File: src/rtl/pwd_pkg.sv
// Package: register addresses and field positions shared by the watchdog.
package pwd_pkg;
    localparam logic [7:0] ADDR_ON    = 8'h00;
    localparam logic [7:0] ADDR_CTRL  = 8'h01;
    localparam logic [7:0] ADDR_COUNT = 8'h02;
    localparam logic [7:0] ADDR_ARM   = 8'h03;
    localparam int BIT_UNIT   = 3;
    localparam int BIT_RUN    = 5;
    localparam int BIT_STATUS = 6;
endpackage

File: src/rtl/pwd_regs.sv
// Register file. Decodes writes and holds the control bits and the sticky
// status flag. Assumes writes are single-cycle strobes on a synchronous bus.
module pwd_regs
    import pwd_pkg::*;
#(
    parameter int CNT_W = 8
) (
    input  logic             clk,
    input  logic             rst_n,
    input  logic             wr_en,
    input  logic [7:0]       addr,
    input  logic [7:0]       wdata,
    input  logic             expire_i,
    input  logic [CNT_W-1:0] count_i,
    output logic [7:0]       rdata,
    output logic             run_o,
    output logic             unit_min_o,
    output logic             arm_o,
    output logic             status_o,
    output logic             load_stb_o,
    output logic [CNT_W-1:0] load_val_o
);
    logic on_q, unit_q, run_q, arm_q, status_q;
    logic wr_ctrl;

    assign wr_ctrl = wr_en && (addr == ADDR_CTRL);

    // Control bit storage.
    always_ff @(posedge clk) begin
        if (!rst_n) begin
            on_q   <= 1'b0;
            unit_q <= 1'b0;
            run_q  <= 1'b0;
            arm_q  <= 1'b0;
        end else if (wr_en) begin
            if (addr == ADDR_ON)  on_q  <= wdata[0];
            if (addr == ADDR_ARM) arm_q <= wdata[0];
            if (wr_ctrl) begin
                unit_q <= wdata[BIT_UNIT];
                run_q  <= wdata[BIT_RUN];
            end
        end
    end

    // Sticky status: set on expiry (set wins), cleared by writing one.
    always_ff @(posedge clk) begin
        if (!rst_n)                           status_q <= 1'b0;
        else if (expire_i)                    status_q <= 1'b1;
        else if (wr_ctrl && wdata[BIT_STATUS]) status_q <= 1'b0;
    end

    // Read mux.
    always_comb begin
        rdata = '0;
        case (addr)
            ADDR_ON:    rdata[0] = on_q;
            ADDR_CTRL: begin
                rdata[BIT_UNIT]   = unit_q;
                rdata[BIT_RUN]    = run_q;
                rdata[BIT_STATUS] = status_q;
            end
            ADDR_COUNT: rdata[CNT_W-1:0] = count_i;
            ADDR_ARM:   rdata[0] = arm_q;
            default:    rdata = '0;
        endcase
    end

    assign run_o      = on_q && run_q;
    assign unit_min_o = unit_q;
    assign arm_o      = arm_q;
    assign status_o   = status_q;
    assign load_stb_o = wr_en && (addr == ADDR_COUNT);
    assign load_val_o = wdata[CNT_W-1:0];
endmodule

File: src/rtl/pwd_prescaler.sv
// Unit prescaler. Passes ticks straight through in seconds mode and divides
// them by DIV in minutes mode. Assumes tick_i is a single-cycle pulse.
module pwd_prescaler #(
    parameter int DIV = 60
) (
    input  logic clk,
    input  logic rst_n,
    input  logic tick_i,
    input  logic run_i,
    input  logic unit_min_i,
    input  logic clr_i,
    output logic step_o
);
    localparam int PH_W = $clog2(DIV);
    localparam logic [PH_W-1:0] PH_LAST = PH_W'(DIV - 1);

    logic [PH_W-1:0] phase;
    logic advance;

    assign advance = tick_i && run_i;

    // Phase counter within the current minute.
    always_ff @(posedge clk) begin
        if (!rst_n || clr_i || !unit_min_i) phase <= '0;
        else if (advance)                   phase <= (phase == PH_LAST) ? '0 : phase + 1'b1;
    end

    assign step_o = advance && (!unit_min_i || (phase == PH_LAST));
endmodule

File: src/rtl/pwd_downcount.sv
// Down counter. Loads on strobe and decrements on each step until it reaches
// zero. Reports an expiry pulse on the step that moves it from 1 to 0.
module pwd_downcount #(
    parameter int CNT_W = 8
) (
    input  logic             clk,
    input  logic             rst_n,
    input  logic             load_i,
    input  logic [CNT_W-1:0] load_val_i,
    input  logic             step_i,
    output logic [CNT_W-1:0] count_o,
    output logic             expire_o
);
    localparam logic [CNT_W-1:0] ONE = CNT_W'(1);

    // Count register: a load wins over a step, and zero is held.
    always_ff @(posedge clk) begin
        if (!rst_n)                      count_o <= '0;
        else if (load_i)                 count_o <= load_val_i;
        else if (step_i && count_o != 0) count_o <= count_o - ONE;
    end

    assign expire_o = step_i && !load_i && (count_o == ONE);

    assert_zero_holds_R8: assert property (@(posedge clk) disable iff (!rst_n)
        (count_o == 0 && !load_i) |=> (count_o == 0));
    assert_single_decrement_R3: assert property (@(posedge clk) disable iff (!rst_n)
        (step_i && !load_i && count_o != 0) |=> (count_o == $past(count_o) - ONE));
    assert_load_takes_R9: assert property (@(posedge clk) disable iff (!rst_n)
        load_i |=> (count_o == $past(load_val_i)));
endmodule

File: src/rtl/prog_watchdog.sv
// Top of the programmable watchdog. Connects the register file, the unit
// prescaler and the down counter. Assumes tick_i arrives at 1 Hz as one-cycle pulses.
module prog_watchdog #(
    parameter int CNT_W = 8,
    parameter int DIV   = 60
) (
    input  logic       clk,
    input  logic       rst_n,
    input  logic       wr_en,
    input  logic [7:0] addr,
    input  logic [7:0] wdata,
    output logic [7:0] rdata,
    input  logic       tick_i,
    output logic       timeout_o,
    output logic       status_o
);
    logic             run, unit_min, arm, status, load_stb, step, expire;
    logic [CNT_W-1:0] load_val, count;

    pwd_regs #(.CNT_W(CNT_W)) regs_i (
        .clk(clk), .rst_n(rst_n), .wr_en(wr_en), .addr(addr), .wdata(wdata),
        .expire_i(expire), .count_i(count), .rdata(rdata), .run_o(run),
        .unit_min_o(unit_min), .arm_o(arm), .status_o(status),
        .load_stb_o(load_stb), .load_val_o(load_val)
    );

    pwd_prescaler #(.DIV(DIV)) presc_i (
        .clk(clk), .rst_n(rst_n), .tick_i(tick_i), .run_i(run),
        .unit_min_i(unit_min), .clr_i(load_stb), .step_o(step)
    );

    pwd_downcount #(.CNT_W(CNT_W)) cnt_i (
        .clk(clk), .rst_n(rst_n), .load_i(load_stb), .load_val_i(load_val),
        .step_i(step), .count_o(count), .expire_o(expire)
    );

    assign timeout_o = status && arm;
    assign status_o  = status;

    assert_expire_from_one_R5: assert property (@(posedge clk) disable iff (!rst_n)
        $rose(status) |-> ($past(count) == CNT_W'(1)));
    assert_step_needs_run_R7: assert property (@(posedge clk) disable iff (!rst_n)
        step |-> run);
    assert_step_needs_tick_R4: assert property (@(posedge clk) disable iff (!rst_n)
        step |-> tick_i);
endmodule

File: config.mk
export PLATFORM = sky130hd
export DESIGN_NAME = prog_watchdog
export DESIGN_NICKNAME = d
export VERILOG_FILES = /design/src/rtl/pwd_pkg.sv /design/src/rtl/pwd_regs.sv /design/src/rtl/pwd_prescaler.sv /design/src/rtl/pwd_downcount.sv /design/src/rtl/prog_watchdog.sv
export SDC_FILE = /design/constraint.sdc
export NUM_CORES = 1
export LEC_CHECK = 0
export ABC_AREA = 1
export BUFFER_PORTS_ARGS = -buffer_cell sky130_fd_sc_hd__buf_2
export CAP_MARGIN = 20
export CORE_MARGIN = 2
export CORE_UTILIZATION = 31
export CTS_CLUSTER_DIAMETER = 30
export DETAILED_ROUTE_END_ITERATION = 7
export GPL_ROUTABILITY_DRIVEN = 0
export PLACE_DENSITY = 0.59
export SLEW_MARGIN = 5
export SYNTH_ARGS = -nofsm -noshare
export SYNTH_HDL_FRONTEND = slang
export SYNTH_SLANG_ARGS = --single-unit
File: constraint.sdc
create_clock -name clk -period 3.6 [get_ports clk]
set_clock_uncertainty 0.15 [all_clocks]
set_input_delay 0.18 -clock clk [delete_from_list [all_inputs] [get_ports clk]]
set_output_delay 0.18 -clock clk [all_outputs]
set_load 0.03 [all_outputs]
* Word level (Yosys, flattened, before mapping)
Cells that the tools add are included.
** Operators by class
- Add/sub/neg operators :: 2
- Equal/unequal tests :: 5
- Mux-type cells :: 11
- Reduce and logical (&&, ||, !) cells :: 23
** Operator list (number)
- $eq 8x1->1 const B :: 2
- $eq 8x2->1 const B :: 2
- $mux 8 :: 2
- $logic_and 1x1->1 :: 10
- $logic_not 8->1 :: 1
- $reduce_bool 8->1 :: 1
- $sub 8x1->8 const B :: 1
- $add 6x1->6 const B :: 1
- $eq 6x6->1 const B :: 1
- $mux 6 :: 1
- $reduce_and 2->1 :: 3
- $mux 1 :: 4
- $pmux 2 s2 :: 1
- $reduce_bool 2->1 :: 2
- $logic_not 1->1 :: 3
- $logic_or 1x1->1 :: 3
- $pmux 1 s3 :: 1
- $mux 2 :: 1
- $pmux 1 s2 :: 1
** Word-level totals
- Bits in registers :: 19
- Input port bits :: 20

* Longest topological paths before layout
Gate-level depths: netlist (run 1).
- Depth in word-level cells :: 6
- Mapped depth :: 10
- Depth with buffers taken out :: 10

* Modules after synthesis
From an unflattened synthesis (run 1), not the netlist that was laid out.
** Unflattened totals
- Cells, all modules :: 230
- Area, all modules :: 1450.1 µm²
** Modules (own cells, without submodules)
- pwd_downcount :: instances 1, cells each 102, area each 633.1 µm²
- pwd_regs :: instances 1, cells each 75, area each 447.9 µm²
- pwd_prescaler :: instances 1, cells each 51, area each 361.6 µm²
- prog_watchdog :: instances 1, cells each 2, area each 7.5 µm²

* Worst setup path after synthesis (run 1)
No wires, ideal clock.
- Kind :: input -> output
- Start point :: input addr[7]
- End point :: output rdata[6]
- Arrival time :: 1.362 ns
- Required time :: 3.270 ns
- Slack :: 1.908 ns
- Stages on the path :: 5
- Path buffers :: 0
- Cell sequence :: nor2_1 > nand2_1 > inv_1 > nand2_1 > o21ai_0
** Between the ends
- Word-level cells in the longest chain between the ends :: 2
- Elaborated cells on any way between the ends :: 3
- Classes of those cells :: 2 x eq/ne; 1 x mux
** Ends and longest elaborated chain
- start: declaration :: line prog_watchdog.sv:10 : input logic [7:0] addr,
- $eq 8x2->1 / $eq 8x1->1 (equally long branches) :: line pwd_regs.sv:55 : case (addr)
- $pmux 2 s2 * :: line pwd_regs.sv:55
- end: declaration :: line prog_watchdog.sv:12 : output logic [7:0] rdata,
Mark *: on every way between the ends. The rest lies on a longest branch, timed or not.

* Worst setup path after layout (run 1)
- Start point :: input addr[7]
- End point :: output rdata[3]
** Between the ends
- Word-level cells in the longest chain between the ends :: 2
- Elaborated cells on any way between the ends :: 3
- Classes of those cells :: 2 x eq/ne; 1 x mux
** Ends and longest elaborated chain (line)
- $eq 8x2->1 / $eq 8x1->1 (equally long branches) :: pwd_regs.sv:55
- $pmux 1 s2 * :: pwd_regs.sv:55
Marks and branches as above.

==> results.json, run 1 <==
{
  "min_period_ns": 1.71,
  "vias": 1368,
  "syn_area_sq_mm": 0.00130,
  "clock_latency_ns": 0.26,
  "cts_max_level": 1,
  "io_pins": 30,
  "synth.avg_cell_area_sq_um": 6.30,
  "area_growth_pct": 18.3,
  "drtIter0Drc": 77,
  "cts_root_buf": "clkbuf_8",
  "grt_setup_unrepaired": "false",
  "ys_seq_area_share_pct": 29.3,
  "hp-class": "input pin to register",
  "row_count": 23,
  "postSynthCellCount": 206,
  "crit_type": "input pin to output port",
  "cts.sinks": 19,
  "grt_pass1_vias": 1299,
  "cp-end-kind": "output port",
  "drt_pre_antenna_iters": 4,
  "run_status": "finished, final reports clean",
  "drive_gt1_share_pct": 19.8,
  "drc": 0,
  "totalWireLength_mm": 3.33,
  "setup_viol": 0,
  "cts_resized": 0,
  "cts_made_buffers": 3,
  "cp.required_ns": 3.27,
  "die_w_microns": 68.7,
  "initial_core_util_pct": 32.2,
  "fin_setup_tns_ns": 0,
  "whs_ns": 0.0599,
  "clk_pin_slew_ns": 0.08,
  "dp_hpwl_mm": 2.58,
  "grt_first_pass_wirelength_mm": 5.71,
  "synth_nets": 230,
  "p_leak_nw": 0.725,
  "die_h_microns": 68.7,
  "clock_path_buffers": 2,
  "ys_seq_elements": 19,
  "final_antenna_net_count": 0,
  "critPathMaxFanout": 8,
  "yosys_warnings": 0,
  "grtUsageTotal_pct": 16.1,
  "fin_crit_sh_pct": 47.4,
  "cap_violations": 0,
  "grt_max_degree": 20,
  "finalMaxSlewViolations": 0,
  "ys_types": 27,
  "cp.arrival_ns": 1.38,
  "cts_tree": "done",
  "finalNetCount": 262,
  "worst_pin_slew_ns": 0.325,
  "hold_viol": 0,
  "coreArea_sq_mm": 0.00403,
  "antennaDiodeCount": 0,
  "max_freq_mhz": 586,
  "die-area_sq_mm": 0.00472,
  "finalPower_uw": 396,
  "port_buffers": 29,
  "overflow": 0,
  "critical_path.startpoint_type": "input pin",
  "maxSlewHeadroom_pct": 78.3,
  "viasPerCell": 4.77,
  "routedWlPerCell_microns": 11.6,
  "post_cts_buffers": 0,
  "vdd_drop_max_uv": 164,
  "hold_buffers": 0,
  "antenna_found_initial": 0,
  "p_per_area_mw_per_mm2": 257
}
[cell usage in the layout (no fill, tap or decap), drive strengths merged]
cell type | synthesis | routed
nand2 | 56 | 56
nor2 | 39 | 39
buf | 1 | 29
inv | 26 | 26
nand3 | 23 | 23
dfxtp | 19 | 19
o21ai | 8 | 8
nand4 | 8 | 8
a21oi | 7 | 7
xor2 | 4 | 4
ha | 4 | 4
clkbuf | 1 | 3
o22ai | 2 | 2
nor3 | 2 | 2
xnor2 | 2 | 2
nand2b | 1 | 1
o221ai | 1 | 1
clkinv | 1 | 1
and2 | 1 | 1
clkinvlp | 0 | 1
[cell type report]
type                       instances  area (sq um)
multi-input combinational        158           797
timing repair buffer              29           145
clock inverter                     1          7.51
clock buffer                       3          41.3
inverter                          27           103
sequential                        19           380
tap                               50          62.6
fill                             465          2490
[per-stage QoR]
step / cells / utilization, % / instance area [sq um] / setup slack, ns
after floorplan: 206 / - / 1300 / 1.91
after global placement: 283 / 36.9 / 1490 / 1.96
after detailed placement: 283 / 36.9 / 1490 / 1.92
after CTS: 287 / 38.1 / 1540 / 1.92
after global routing: 287 / 38.1 / 1540 / 1.79
final: 287 / 38.1 / 1540 / 1.89
[kinds of logic (layout without fill, tap and decap cells)]
| logic type | Yosys count | count (layout) | share of synthesized area (%) |
|---|---|---|---|
| AO/OA/AOI/OAI | 18 | 18 | 7.42 |
| XOR/XNOR | 6 | 6 | 4.05 |
| adder cells (fa/ha/maj) | 4 | 4 | 3.85 |
| buffers and inverters | 29 | 60 | 9.35 |
| flip-flops | 19 | 19 | 29.3 |
| AND/OR/NAND/NOR | 130 | 130 | 46.1 |
[power by group]
| part | switching [mW] | internal, mW |
|---|---|---|
| Clock | 0.0789 | 0.0782 |
| Combinational | 0.0168 | 0.0111 |
| Sequential | 0.000308 | 0.210 |
[flip-flops by register name (all words and copies together), names as in the netlist]
signal and cells:
cnt_i.count_o 8, presc_i.phase 6, regs_i.arm_o 1, regs_i.on_q 1, regs_i.run_q 1, regs_i.status_o 1, regs_i.unit_min_o 1
[Yosys cell counts]
cell type	count	area share, %
nand3_2	1	0.77
o21ai_0	8	3.1
nor2_2	3	1.4
a21oi_1	7	2.7
nand2_2	3	1.4
inv_1	24	6.9
nand3_1	21	8.1
nand2_1	52	15
nand2b_1	1	0.48
o22ai_1	2	0.96
ha_1	4	3.9
dfxtp_1	19	29
nand4_2	1	0.96
nor2_1	35	10
and2_1	1	0.48
clkinv_2	1	0.38
nand2_4	1	0.87
inv_2	2	0.58
nor3_1	2	0.77
buf_6	1	0.87
clkbuf_4	1	0.58
o221ai_1	1	0.67
nor2_4	1	0.87
nand3_4	1	1.3
xor2_1	4	2.7
xnor2_1	2	1.3
nand4_1	7	3.4
[critical path, cell delays in order]
cell	delay, ns
buf_2	0.10
nor2_1	0.09
nand2_1	0.08
inv_1	0.16
nand2_1	0.25
o22ai_1	0.27
buf_2	0.24
[path summary, 6_finish.rpt]
| check | from | to | slack, ns | cells after the start |
|---|---|---|---|---|
| hold reg to reg | presc_i.phase[1] | presc_i.phase[1] | 0.35 | 2 |
| hold / removal | wdata[0] | regs_i.on_q | 0.06 | 3 |
| setup / recovery | addr[7] | rdata[3] | 1.89 | 7 |
| setup reg to reg | cnt_i.count_o[0] | cnt_i.count_o[5] | 1.98 | 7 |
[layer usage]
layer / global-route usage, % / routed length [microns]
met5: 0 / 0
met4: 4.17 / 51
met3: 4.22 / 171
met2: 25.8 / 1430
met1: 21.3 / 1670
Power figures use the tool's default switching activity.
==> run 2, diff against run 1 <==
PLACE_DENSITY = 0.61   (was 0.59)
clock period = 1.5 ns   (was 3.6 ns; I/O delays follow)
==> run 2 against run 1 <==
  * Sequential power grew 140%
  * Register-to-register slack lost 1.9 ns
  * Setup slack worse by 1.8 ns
  * Sequential share of layout area down 3.1 points
  * Clock power up 130%
  * Cell area increased by 16%
  * Combinational power rose to 3.0 times the previous value
  * Power up 140%
  * First-iteration DRC count shrank 26%
  * Die area unchanged
  * Critical path depth is 3 higher
  * Wire length up 2.3%
  * Critical path type is now register to register
==> results.json, run 2 (same netlist as run 1, synthesis figures left out) <==
{
  "ff2ff_path_depth": 10,
  "cp.arrival_ns": 1.49,
  "setup.worst_path.start": "presc_i.phase[1]",
  "coreArea_sq_mm": 0.00403,
  "cts.sinks": 19,
  "reg.largest.list": "cnt_i.count_o (8), presc_i.phase (6)",
  "design_area_sq_mm": 0.00179,
  "netSwitchingPower_uw": 216,
  "regMostFlops": "cnt_i.count_o",
  "initial_core_util_pct": 32.2,
  "antennaDiodeCount": 0,
  "critPathMaxFanout": 4,
  "vdd_drop_max_uv": 258,
  "cts_tree": "done",
  "timing.rr.start": "presc_i.phase[1]",
  "grt_pass1_vias": 1218,
  "cp-endpoint": "cnt_i.count_o[0]",
  "area_growth_pct": 37.8,
  "run_status": "finished, final reports clean",
  "viasPerCell": 4.59,
  "p_leak_nw": 0.843,
  "die-area_sq_mm": 0.00472,
  "p_int_uw": 734,
  "final_antenna_net_count": 0,
  "row_count": 23,
  "finalPower_uw": 950,
  "clock_latency_ns": 0.26,
  "pwr-share-seq_pct": 53.2,
  "hp-class": "input pin to register",
  "placed_cell_area_sq_mm": 0.00162,
  "drc": 0,
  "port_buffers": 29,
  "cts_made_buffers": 3,
  "r2r_slack_ns": 0.06,
  "layout_common_cells": "nand2_1, nor2_1, buf_2, nand3_1, inv_1",
  "grt_max_degree": 14,
  "min_period_ns": 1.44,
  "die_h_microns": 68.7,
  "totalWireLength_mm": 3.41,
  "cts_root_buf": "clkbuf_8",
  "grt_first_pass_wirelength_mm": 5.46,
  "drt_pre_antenna_iters": 5,
  "cp-end-kind": "register",
  "die_w_microns": 68.7,
  "nFillCells": 439,
  "finalMaxSlewViolations": 0,
  "clk_pin_slew_ns": 0.07,
  "critical_path.startpoint_type": "register",
  "swShare_pct": 22.7,
  "hold_viol": 0,
  "drtIter0Drc": 57,
  "max_freq_mhz": 693,
  "dp_hpwl_mm": 2.67,
  "routedWlPerCell_microns": 10.9,
  "p_per_area_mw_per_mm2": 531,
  "combPwrFrac_pct": 8.8,
  "antenna_found_initial": 0,
  "largest_reg_flops": 8,
  "finalNetCount": 287,
  "cap_violations": 0,
  "drive_gt1_share_pct": 30.5,
  "crit_type": "register to register",
  "io_pins": 30,
  "maxSlewHeadroom_pct": 81.5,
  "worst_pin_slew_ns": 0.277,
  "r2r-end": "cnt_i.count_o[0]",
  "setup_viol": 0,
  "fin_crit_sh_pct": 96.2,
  "clock_path_buffers": 2,
  "grtUsageTotal_pct": 15.3,
  "overflow": 0,
  "vias": 1433,
  "clkPwrFrac_pct": 38.1,
  "final_common_cell": "nand2_1",
  "cp.required_ns": 1.55,
  "cts_max_level": 1
}
==> run 2: cell type report <==
cell class,instances,area (sq um),area share [%]
Timing Repair Buffer,54,360,20.1
Tap cell,50,62.6,3.50
Sequential cell,19,387,21.6
Multi-Input combinational cell,158,830,46.4
Clock buffer,4,45.0,2.52
Inverter,27,105,5.87
==> run 2: layer usage <==
metal	global-route usage (%)	part of all wire, %
met1	21.2	52
met4	4.41	1.2
met5	0	0
met3	2.44	2.9
met2	24.3	43
==> run 2: how the worst min path moves through the flow <==
stage | start | end | slack [ns] | cells after the start
6_report | rst_n | cnt_i.count_o[0] | 0.01 | 3
3_5_place_dp | wdata[0] | regs_i.arm_o | 0.22 | 3
2_1_floorplan | rst_n | regs_i.unit_min_o | 0.06 | 2
4_1_cts | rst_n | cnt_i.count_o[4] | 0.02 | 3
3_3_place_gp | wdata[0] | regs_i.arm_o | 0.22 | 3
5_1_grt | rst_n | cnt_i.count_o[0] | 0.01 | 3
==> run 2: worst max-delay path, cell delays in order, from the launching register on <==
cell,delay [ns]
dfxtp_2,0.36
ha_4,0.14
nand2_1,0.06
nor2_2,0.09
nand2_1,0.08
nand2_2,0.11
nand2_4,0.08
buf_6,0.13
nand3_1,0.06
nand2_1,0.05
nor2_1,0.10
==> run 2: power groups by stage <==
stage	registers [mW]	logic (mW)	clock network, mW
finish	0.505	0.0832	0.362
global route	0.505	0.0928	0.398
CTS	0.505	0.0823	0.378
detailed placement	0.517	0.0680	0
global placement	0.517	0.0672	0
floorplan	0.517	0.0287	0
==> run 2: stage by stage <==
step / hold slack (ns) / worst slack [ns] / setup TNS [ns] / util [%] / cells
after detailed placement: 0.218 / 0.0153 / 0 / 40.1 / 300
final: 0.0141 / 0.0575 / 0 / 44.4 / 312
after global routing: 0.0115 / -0.00329 / -0.00471 / 44.4 / 312
after global placement: 0.224 / 0.0468 / 0 / 40.1 / 300
after floorplan: 0.0634 / 0.0179 / 0 / - / 206
after CTS: 0.0165 / 0.0137 / 0 / 43.0 / 311
==> run 2: timing repair <==
action                     4_1_cts  5_1_grt
buffers inserted                 0        1
hold endpoints to repair         8        0
resized for setup                2       20
setup endpoints to repair        2       14
pin swaps                        0        7
hold buffers                     7        0
